File: src/rtl/segmap_pkg.sv
package segmap_pkg;
  typedef enum logic [1:0] {
    KIND_MAP   = 2'd0,
    KIND_PAGE  = 2'd1,
    KIND_FAULT = 2'd2
  } xlate_kind_e;

  localparam logic [1:0] CFG_SEL_MODE = 2'd0;
  localparam int         CFG_SEL_BASE0 = 1;
endpackage

File: src/rtl/segmap_cfg.sv
module segmap_cfg #(
  parameter int SEG_BITS = 4,
  parameter int DATA_W   = 32,
  localparam int NSEG     = 1 << SEG_BITS,
  localparam int BASE_TOT = NSEG * SEG_BITS,
  localparam int NBASE_WD = BASE_TOT / DATA_W,
  localparam int CFG_AW   = $clog2(NBASE_WD + 2)
) (
  input  logic                clk,
  input  logic                rst_n,
  input  logic                wr_en,
  input  logic [CFG_AW-1:0]   wr_sel,
  input  logic [DATA_W-1:0]   wr_data,
  output logic [NSEG-1:0]     paged_map,
  output logic [BASE_TOT-1:0] base_map
);
  import segmap_pkg::*;

  always_ff @(posedge clk or negedge rst_n) begin
    if (!rst_n) begin
      paged_map <= '0;
    end else if (wr_en && wr_sel == CFG_AW'(CFG_SEL_MODE)) begin
      paged_map <= wr_data[NSEG-1:0];
    end
  end

  for (genvar w = 0; w < NBASE_WD; w++) begin : g_base
    always_ff @(posedge clk or negedge rst_n) begin
      if (!rst_n) begin
        base_map[w*DATA_W +: DATA_W] <= '0;
      end else if (wr_en && wr_sel == CFG_AW'(CFG_SEL_BASE0 + w)) begin
        base_map[w*DATA_W +: DATA_W] <= wr_data;
      end
    end
  end
endmodule

File: src/rtl/segmap_decode.sv
module segmap_decode #(
  parameter int          VA_W     = 32,
  parameter int          SEG_BITS = 4,
  parameter logic [3:0]  USER_TOP = 4'hA,
  localparam int NSEG     = 1 << SEG_BITS,
  localparam int OFF_W    = VA_W - SEG_BITS
) (
  input  logic [VA_W-1:0]          vaddr,
  input  logic                     enable,
  input  logic                     is_user,
  input  logic [NSEG-1:0]          paged_map,
  input  logic [NSEG*SEG_BITS-1:0] base_map,
  output logic [VA_W-1:0]          paddr,
  output segmap_pkg::xlate_kind_e  kind
);
  import segmap_pkg::*;

  logic [SEG_BITS-1:0] seg;
  logic [SEG_BITS-1:0] seg_base;
  logic [OFF_W-1:0]    offset;

  assign seg      = vaddr[VA_W-1 -: SEG_BITS];
  assign offset   = vaddr[OFF_W-1:0];
  assign seg_base = base_map[seg*SEG_BITS +: SEG_BITS];

  always_comb begin
    paddr = vaddr;
    kind  = KIND_MAP;
    if (enable) begin
      if (is_user && seg > SEG_BITS'(USER_TOP)) begin
        paddr = '0;
        kind  = KIND_FAULT;
      end else if (paged_map[seg]) begin
        kind  = KIND_PAGE;
      end else begin
        paddr = {seg_base, offset};
      end
    end
  end
endmodule

File: src/rtl/segmap_xlate.sv
module segmap_xlate #(
  parameter int         VA_W     = 32,
  parameter int         SEG_BITS = 4,
  parameter int         DATA_W   = 32,
  parameter logic [3:0] USER_TOP = 4'hA,
  localparam int NSEG   = 1 << SEG_BITS,
  localparam int CFG_AW = $clog2(NSEG * SEG_BITS / DATA_W + 2)
) (
  input  logic              clk,
  input  logic              rst_n,
  input  logic              mmu_en,
  input  logic              user_mode,
  input  logic              cfg_we,
  input  logic [CFG_AW-1:0] cfg_addr,
  input  logic [DATA_W-1:0] cfg_wdata,
  input  logic              req_valid,
  output logic              req_ready,
  input  logic [VA_W-1:0]   req_vaddr,
  output logic              res_valid,
  input  logic              res_ready,
  output logic [VA_W-1:0]   res_paddr,
  output logic              res_mapped,
  output logic              res_page,
  output logic              res_fault
);
  import segmap_pkg::*;

  logic [NSEG-1:0]          paged_map;
  logic [NSEG*SEG_BITS-1:0] base_map;
  logic [VA_W-1:0]          nxt_paddr;
  xlate_kind_e              nxt_kind;

  segmap_cfg #(.SEG_BITS(SEG_BITS), .DATA_W(DATA_W)) u_cfg (
    .clk       (clk),
    .rst_n     (rst_n),
    .wr_en     (cfg_we),
    .wr_sel    (cfg_addr),
    .wr_data   (cfg_wdata),
    .paged_map (paged_map),
    .base_map  (base_map)
  );

  segmap_decode #(.VA_W(VA_W), .SEG_BITS(SEG_BITS), .USER_TOP(USER_TOP)) u_dec (
    .vaddr     (req_vaddr),
    .enable    (mmu_en),
    .is_user   (user_mode),
    .paged_map (paged_map),
    .base_map  (base_map),
    .paddr     (nxt_paddr),
    .kind      (nxt_kind)
  );

  assign req_ready = !res_valid || res_ready;

  always_ff @(posedge clk or negedge rst_n) begin
    if (!rst_n) begin
      res_valid  <= 1'b0;
      res_paddr  <= '0;
      res_mapped <= 1'b0;
      res_page   <= 1'b0;
      res_fault  <= 1'b0;
    end else if (req_ready) begin
      res_valid <= req_valid;
      if (req_valid) begin
        res_paddr  <= nxt_paddr;
        res_mapped <= (nxt_kind == KIND_MAP);
        res_page   <= (nxt_kind == KIND_PAGE);
        res_fault  <= (nxt_kind == KIND_FAULT);
      end
    end
  end
endmodule

File: config.mk
export PLATFORM = sky130hd
export DESIGN_NAME = segmap_xlate
export DESIGN_NICKNAME = d
export VERILOG_FILES = /design/src/rtl/segmap_pkg.sv /design/src/rtl/segmap_cfg.sv /design/src/rtl/segmap_decode.sv /design/src/rtl/segmap_xlate.sv
export SDC_FILE = /design/constraint.sdc
export NUM_CORES = 1
export LEC_CHECK = 0
export CORE_ASPECT_RATIO = 2
export CORE_MARGIN = 8
export CORE_UTILIZATION = 34
export CTS_CLUSTER_SIZE = 16
export DETAILED_ROUTE_END_ITERATION = 12
export GPL_TIMING_DRIVEN = 0
export HOLD_SLACK_MARGIN = 0.02
export PLACE_DENSITY_LB_ADDON = 0.15
export SLEW_MARGIN = 20
export SYNTH_ARGS = -nofsm -noshare
export SYNTH_HDL_FRONTEND = slang
export SYNTH_HIERARCHICAL = 1
export SYNTH_SLANG_ARGS = --single-unit
File: constraint.sdc
create_clock -name clk -period 2 [get_ports clk]
set_clock_uncertainty 0.2 [all_clocks]
set_input_delay 0.5 -clock clk [delete_from_list [all_inputs] [get_ports clk]]
set_output_delay 0.5 -clock clk [all_outputs]
set_load 0.02 [all_outputs]
---- Word level (Yosys, flattened, before mapping) ----
Cells that the tools add are included.
storage, ports and cells
  word-level logic and storage cells ...... 32
  output and inout port bits .............. 37
  flip-flop bits (word level) ............. 116
  bits of input ports ..................... 73
operators by class
  $lt $le $gt $ge ......................... 2
  muxes and demuxes ....................... 8
  shift operators ......................... 1
  equality and inequality tests ........... 4
  reduce and logical (&&, ||, !) cells .... 9
operators with widths
  cell                                                         number
  two-way mux 32 bit                                           3
  variable part select 64 x 7 -> 4 bit                         1
  less-than comparator 4 x 5 -> 1 bit (second input constant)  1
  binary-select mux 1 bit (select 4 bit)                       1
  == test 2 x 1 -> 1 bit (second input constant)               2
  == test 2 bit (second input constant)                        2
  greater-than comparator 4 bit (second input constant)        1
  logical AND 1 bit                                            4
  zero test 2 bit                                              2
  two-way mux 2 bit                                            2
  two-way mux 1 bit                                            2
  AND reduction 2 bit                                          1
  zero test 1 bit                                              1
  logical OR 1 bit                                             1

---- Logic depth before layout (Yosys ltp) ----
Gate-level depths: netlist of run 1.
  depth in word-level cells ............... 6
  gate-level depth with buffers ........... 9
  depth with buffers taken out ............ 7

---- Cells and area by module ----
The synthesis of run 1 kept the hierarchy.
by module, submodules not included
  module         times used  area each (µm²)  cells an instance
  segmap_cfg     1           2,992.9          170
  segmap_xlate   1           1,488.9          80
  segmap_decode  1           1,059.8          104

---- Worst setup path before layout of run 1 ----
Ideal clock, no wire load.
  path type ............................... input-to-reg
  start ................................... input port req_vaddr[28]
  end ..................................... register res_paddr[30]
  stages .................................. 7
  slack ................................... -0.419 ns
  data arrival time ....................... 2.093 ns
  library setup time ...................... 0.125 ns
  path buffers ............................ 2
  path through ............................ buf_6 > buf_12 > mux4_1 > mux4_2 > clkinv_1 > o211ai_2 > mux2_4
between the ends
  longest elaborated chain between the ends .. 5
  elaborated cells between the ends (all ways) .. 8
  those cells by class .................... order compare: 1; shift: 1; mux: 5; reduce/logical: 1
ends and longest elaborated chain
  item                                                                                          RTL line             text
  start: declaration                                                                            segmap_xlate.sv:18   input logic [VA_W-1:0] req_vaddr,
  parallel branches: the longest is 3 deep, another holds variable part select 64 x 7 -> 4 bit  n/a
  two-way mux 32 bit *                                                                          segmap_decode.sv:30  if (is_user && seg > SEG_BITS'(USER_TOP)) begin
  two-way mux 32 bit *                                                                          segmap_decode.sv:29  if (enable) begin
  named net nxt_paddr[30]                                                                       segmap_xlate.sv:30   logic [VA_W-1:0] nxt_paddr;
  end signal: assignment                                                                        segmap_xlate.sv:65   res_paddr <= nxt_paddr;
  end: declaration                                                                              segmap_xlate.sv:21   output logic [VA_W-1:0] res_paddr,
Mark *: on every way through the listed nets, which the timed path passes. The select of a mux whose other input is x is not followed.
A chain may end at the register's enable or synchronous reset.

---- Final worst setup path of run 1 ----
  start ................................... register u_cfg.paged_map[8]
  end ..................................... register res_paddr[31]
between the ends
  longest elaborated chain between the ends .. 5
ends and longest elaborated chain
  item                                     RTL line             text
  start: declaration                       segmap_cfg.sv:14     output logic [NSEG-1:0] paged_map,
  start signal: assignment                 segmap_cfg.sv:23     paged_map <= wr_data[NSEG-1:0];
  binary-select mux 1 bit (select 4 bit)   segmap_decode.sv:33  end else if (paged_map[seg]) begin
  two-way mux 1 bit (implied by the code)  segmap_decode.sv:33
  two-way mux 32 bit                       segmap_decode.sv:33
  two-way mux 32 bit                       segmap_decode.sv:30
  two-way mux 32 bit                       segmap_decode.sv:29
  named net nxt_paddr[31]                  segmap_xlate.sv:30
The timed path passes the listed nets, and every way through them passes these cells. The select of a mux whose other input is x is not followed.

==> flow_summary.json, run 1 <==
{
  "synth.avg_cell_area_um2": 15.65,
  "setup_viol": 8,
  "insertion_delay_ns": 0.41,
  "route.detailed.drc": 0,
  "fp-row-count": 66,
  "drt_iter0_markers": 90,
  "slew_viol_final": 0,
  "peakVddDrop_mv": 0.4675,
  "routed_wirelength_um": 14090,
  "numPortBuffers": 107,
  "grt_pass1_vias": 3929,
  "syn_nets": 427,
  "dieWidth_um": 106.3,
  "power_switching_mw": 2.037,
  "gr-max-usage-layer": "met2",
  "coreArea_um2": 16100,
  "yosys_register_bits": 116,
  "drt-pass1-iter-count": 4,
  "cts_made_buffers": 17,
  "layout.nets": 571,
  "yosysSeqAreaShare_pct": 52.38,
  "worstPathArrival_ns": 2.24,
  "power.density_nw_per_um2": 1003,
  "grtUsageMet2_pct": 22.83,
  "status": "finished, violations left",
  "grt_overflow": 0,
  "synthArstFlopShare_pct": 100.0,
  "yosysTopAreaCell": "dfrtp_1",
  "violations": "negative setup slack",
  "fin_cells": 714,
  "postRouteAntennaNets": 0,
  "slew_headroom_pct": 65.11,
  "antenna_found_initial": 0,
  "worst_setup_path_end_kind": "register",
  "synth-edff-count": 0,
  "dp.cells": 666,
  "clk_path_buf_depth": 2,
  "critPathRequiredTime_ns": 2.09,
  "period_needed_ns": 2.147,
  "grt_util_met3_pct": 3.664,
  "grt_pass1_wl_um": 22410,
  "via_per_inst": 4.923,
  "synth_area_leaders": "dfrtp_1, mux2_2, mux2_4, mux4_1, mux4_2",
  "hpwl_um": 9736,
  "swShare_pct": 26.20,
  "fmax_ghz": 0.4657,
  "drive_gt1_share_pct": 44.71,
  "fin_crit_sh_pct": 107.4,
  "clk_pin_slew_ns": 0.06,
  "synth_cell_types": 38,
  "synthesis.area_um2": 5542,
  "place_congestion": 0.7335,
  "hp-class": "reg -> reg",
  "rsz0062_at_grt": "true",
  "clock-root-buffer": "clkbuf_16",
  "grt_max_degree": 66,
  "start_util_pct": 34.41,
  "io_pins": 110,
  "area_growth_pct": 39.94,
  "startpoint_type": "register",
  "ys_top_cells_by_count": "dfrtp_1, mux2_2, mux2_4",
  "share_comb_of_total_power_pct": 21.5,
  "final_core_util_pct": 48.16,
  "synth_top_area_share_pct": 52.38,
  "diodes": 0,
  "drv_cap": 0,
  "die_y_um": 196.5,
  "h-tree-depth": 4,
  "wire_per_inst_um": 19.73,
  "synthFlopType": "dfrtp_1",
  "p_int_mw": 5.741,
  "pwr-share-clk_pct": 39.8,
  "worstSetupPathType": "reg -> reg",
  "finalHoldViolCount": 0,
  "cts_sinks": 116,
  "yosysMostFrequentCell": "dfrtp_1",
  "cp_max_fo": 4,
  "power.share.sequential_pct": 38.7,
  "synthCells": 354,
  "p_leak_nw": 3.403,
  "num-fill-cells": 1456,
  "dieArea_um2": 20890,
  "setup_ws_ns": -0.1473,
  "grt_use_total_pct": 14.14,
  "vias": 3515,
  "ys.warnings.count": 6,
  "worst_slew_pin_slew_ns": 0.5234,
  "use_met1_pct": 17.23,
  "cts_tree": "built"
}
[kinds of logic (layout without fill, tap and decap cells)]
logic type	count (synthesis)	in the layout	share of synthesized area, %
AOI/OAI and AO/OA	14	14	1.829
and+or+nand+nor	53	53	6.119
DFF	116	116	52.38
buffers and inverters	27	183	3.341
muxes	144	144	36.33
[state kept, by name, indices dropped and copies added, names as in the netlist]
| signal | cells |
|---|---|
| res_valid | 1 |
| u_cfg/paged_map | 16 |
| res_fault | 1 |
| u_cfg/base_map | 64 |
| res_mapped | 1 |
| res_paddr | 32 |
| res_page | 1 |
[power groups by stage]
stage	Sequential, mW	Combinational (mW)	Clock [mW]
2_1_floorplan	3.12	0.865	0
6_report	3.01	1.67	3.10
3_3_place_gp	3.04	1.61	0
5_1_grt	3.06	1.79	3.30
3_5_place_dp	3.04	1.64	0
4_1_cts	3.01	1.65	3.20
[path summary, 6_finish.rpt]
check	start	endpoint	slack, ns	cells past startpoint
setup / recovery	u_cfg/paged_map[8]	res_paddr[31]	-0.15	6
hold / removal	u_cfg/base_map[10]	u_cfg/base_map[10]	0.30	1
setup reg to reg	u_cfg/paged_map[8]	res_paddr[31]	-0.15	6
hold reg to reg	u_cfg/base_map[10]	u_cfg/base_map[10]	0.30	1
max in group asynchronous	rst_n	u_cfg/base_map[37]	0.49	3
min in group asynchronous	rst_n	u_cfg/base_map[17]	0.40	2
[routing by layer]
layer  vias to the layer above  part of all wire (%)
li1                       1588                     -
met1                      1806                    43
met2                        94                    50
met5                         -                     0
met4                         0                   2.6
met3                        27                   4.7
[per-stage QoR]
stage	TNS [ns]	power [mW]	hold WS [ns]	worst slack [ns]	area, um2
floorplan	-5.232	3.981	0.004409	-0.3868	5530
global placement	-599.07	4.655	0.2819	-4.698	6857
detailed placement	-55.97	4.687	0.2887	-1.176	6885
CTS	-0.7192	7.865	0.3029	-0.1357	7674
global route	-1.975	8.155	0.3134	-0.1915	7755
finish	-0.6973	7.778	0.2992	-0.1473	7755
[placed cells by master, fill, tap and decap left out, types with 3 or more instances in the layout]
master / n
buf_4: 18
and2_1: 28
dlygate4sd2_1: 36
inv_1: 4
mux2_2: 84
clkbuf_16: 17
nand2_1: 5
inv_6: 3
clkinvlp_4: 3
bufinv_16: 3
mux4_2: 21
nand2b_1: 3
clkinv_4: 4
dfrtp_1: 116
buf_8: 3
clkdlybuf4s50_1: 68
mux2_4: 33
buf_6: 8
buf_12: 3
[worst max-delay path, stage by stage, from the launching register on]
cell and delay, ns:
dfrtp_1 0.39, mux4_2 0.50, o22ai_4 0.14, a31o_4 0.15
nand4_1 0.09, a32o_2 0.31, mux2_2 0.26
[cell type report]
| type | count | area [um2] | share of cell area, % |
|---|---|---|---|
| flip-flops and latches | 116 | 2903 | 37.43 |
| multi-input cells | 211 | 2505 | 32.30 |
| repair buffers | 125 | 1227 | 15.83 |
| clock buffers | 17 | 425.4 | 5.486 |
| well taps | 204 | 255.2 | 3.291 |
| plain buffers | 21 | 236.5 | 3.049 |
| clock inverters | 14 | 178.9 | 2.307 |
| inverters | 6 | 23.77 | 0.3066 |
[repair_timing]
action | in CTS | in global routing
endpoints found under the hold margin | 51 | 0
gates cloned | 3 | 0
buffers inserted | 8 | 5
setup endpoints to repair | 72 | 27
gates resized for setup | 82 | 15
hold buffers | 1 | 0
pin swaps | 3 | 1
Power figures use the tool's default switching activity.
==> run 2, diff against run 1 <==
--- a/config.mk
+++ b/config.mk
@@ -5,6 +5,7 @@
 export SDC_FILE = /design/constraint.sdc
 export NUM_CORES = 1
 export LEC_CHECK = 0
+export ABC_AREA = 1
 export CORE_ASPECT_RATIO = 2
 export CORE_MARGIN = 8
 export CORE_UTILIZATION = 34
==> run 2 against run 1 <==
Via count rose by 66%. Fmax is 9.4% higher. Count of clock-buffer cells in the layout is 6 higher. Hold slack worse by 0.13 ns. The run now ends clean. Non-clock buffer count up 19. Synthesized area grew 14%. Die area increased by 12%. Highest routed layer unchanged. First-iteration DRC count rose to 3.0 times the previous value.
==> flow_summary.json, run 2 <==
{
  "p_leak_nw": 4.527,
  "cp_max_fo": 10,
  "worstPathArrival_ns": 1.26,
  "layout.nets": 1050,
  "clock-root-buffer": "clkbuf_16",
  "drive_gt1_share_pct": 12.66,
  "post-place-ws_ns": -0.6964,
  "period_needed_ns": 1.964,
  "cts_tree": "built",
  "drv_cap": 0,
  "diodes": 0,
  "postRouteAntennaNets": 0,
  "critPathRequiredTime_ns": 1.30,
  "num-fill-cells": 1968,
  "slew_headroom_pct": 62.68,
  "area_growth_pct": 29.74,
  "yosysSeqAreaShare_pct": 46.09,
  "syn_nets": 925,
  "ys_top_cells_by_count": "nand2_1, dfrtp_1, inv_1",
  "setup_viol": 0,
  "swShare_pct": 30.57,
  "die_y_um": 208.5,
  "insertion_delay_ns": 0.41,
  "yosysTopAreaCell": "dfrtp_1",
  "synthFlopType": "dfrtp_1",
  "clk_path_buf_depth": 2,
  "peakVddDrop_mv": 0.5253,
  "regMostFlops": "u_cfg/base_map",
  "startpoint_type": "register",
  "worst_setup_path_end_kind": "output pin",
  "hpwl_um": 16140,
  "worst_slew_pin_slew_ns": 0.5598,
  "yosys_register_bits": 116,
  "finalHoldViolCount": 0,
  "route.detailed.drc": 0,
  "vias": 5845,
  "placed_cell_area_um2": 7642,
  "status": "finished, final reports clean",
  "slew_viol_final": 0,
  "drt-pass1-iter-count": 4,
  "wire_per_inst_um": 17.71,
  "power.share.sequential_pct": 40.3,
  "start_util_pct": 34.57,
  "grt_use_total_pct": 18.61,
  "reg.largest.list": "u_cfg/base_map: 64 flops, res_paddr: 32 flops, u_cfg/paged_map: 16 flops",
  "synthArstFlopShare_pct": 100.0,
  "dieArea_um2": 23400,
  "synthesis.area_um2": 6299,
  "numPortBuffers": 104,
  "fin_area_um2": 8172,
  "fmax_ghz": 0.5093,
  "io_pins": 110,
  "cts_made_buffers": 17,
  "fp-row-count": 70,
  "setup_ws_ns": 0.03634,
  "ys.warnings.count": 6,
  "synth-edff-count": 0,
  "dieWidth_um": 112.2,
  "yosysMostFrequentCell": "nand2_1",
  "synth_area_leaders": "dfrtp_1, nand2_1, nand4_1, nand3_1, inv_1",
  "coreArea_um2": 18220,
  "grt_pass1_vias": 6178,
  "h-tree-depth": 4,
  "holdWs_ns": 0.1733,
  "antenna_found_initial": 0,
  "grt_pass1_wl_um": 33460,
  "rsz0062_at_grt": "false",
  "layout.cells.most_common": "nand2_1",
  "p_int_mw": 4.996,
  "cts_sinks": 116,
  "fin_crit_sh_pct": 98.18,
  "grt_max_degree": 63,
  "synth.avg_cell_area_um2": 7.393,
  "place_congestion": 0.9087,
  "hp-class": "in -> reg",
  "pwr-share-clk_pct": 37.9,
  "power.density_nw_per_um2": 880.6,
  "worstSetupPathType": "reg -> out",
  "share_comb_of_total_power_pct": 21.8,
  "grt_overflow": 0,
  "synth_top_area_share_pct": 46.09,
  "synthCells": 852,
  "power_switching_mw": 2.200,
  "routed_wirelength_um": 21310,
  "synth_cell_types": 21,
  "clk_pin_slew_ns": 0.05,
  "drt_iter0_markers": 270,
  "largest_reg_flops": 64,
  "final_cell_mix": "nand2_1, dfrtp_1, inv_1, nand3_1, nand4_1",
  "via_per_inst": 4.859
}
==> run 2: cell type report <==
class	instances	area, um2	area share (%)
clock buffer	23	488.0	5.972
tap	216	270.3	3.307
multi-input combinational	587	2671	32.69
sequential	116	2903	35.52
inverter	90	340.3	4.165
timing repair buffer	107	1051	12.86
buffer	58	417.9	5.114
clock inverter	6	30.03	0.3675
==> run 2: worst paths after layout <==
path / depth (start not counted) / slack [ns] / startpoint / endpoint
min: 3 / 0.17 / req_valid / res_paddr[25]
min in group asynchronous: 2 / 0.40 / rst_n / u_cfg/base_map[49]
min reg2reg: 2 / 0.26 / res_paddr[15] / res_paddr[15]
max: 4 / 0.04 / res_valid / req_ready
max in group asynchronous: 3 / 0.51 / rst_n / res_paddr[24]
max reg2reg: 10 / 0.30 / u_cfg/base_map[36] / res_paddr[28]
==> run 2: logic make-up (layout without fill, tap and decap cells) <==
group           count (synthesis)  in the layout  share of synthesized area, %
buf+inv                       149            284                         11.90
simple gates                  573            573                         40.90
flops                         116            116                         46.09
compound gates                 14             14                         1.112
==> run 2: stage by stage <==
| step | TNS, ns | total power, mW | utilization (%) | cells |
|---|---|---|---|---|
| 2_1_floorplan | 0 | 3.841 | - | 852 |
| 3_3_place_gp | -573.37 | 4.557 | 41.77 | 1172 |
| 3_5_place_dp | -22.18 | 4.587 | 41.95 | 1173 |
| 4_1_cts | 0 | 7.289 | 44.83 | 1203 |
| 5_1_grt | 0 | 7.575 | 44.86 | 1203 |
| 6_report | 0 | 7.196 | 44.86 | 1203 |
==> run 2: per-layer routing <==
layer / wire length [um] / track usage (%)
met5: 0 / 0
met4: 816 / 9.934
met3: 771 / 3.684
met2: 11990 / 35.97
met1: 7728 / 17.75
==> run 2: what timing repair did <==
item	4_1_cts	5_1_grt
gates resized for setup	58	4
hold buffers	1	0
hold endpoints to repair	54	0
buffers inserted	1	0
pin swaps	0	1
setup endpoints to repair	52	8
==> run 2: critical path, cell delays in order (launching register included) <==
cell,delay [ns]
dfrtp_1,0.38
nand2_4,0.08
buf_12,0.13
buf_12,0.14
buf_8,0.12
==> run 2: power by group through the flow <==
stage / clock [mW] / combinational, mW / sequential [mW]
final: 2.73 / 1.57 / 2.90
after global routing: 2.88 / 1.75 / 2.94
after CTS: 2.80 / 1.59 / 2.90
after detailed placement: 0 / 1.64 / 2.94
after global placement: 0 / 1.62 / 2.93
after floorplan: 0 / 0.808 / 3.03
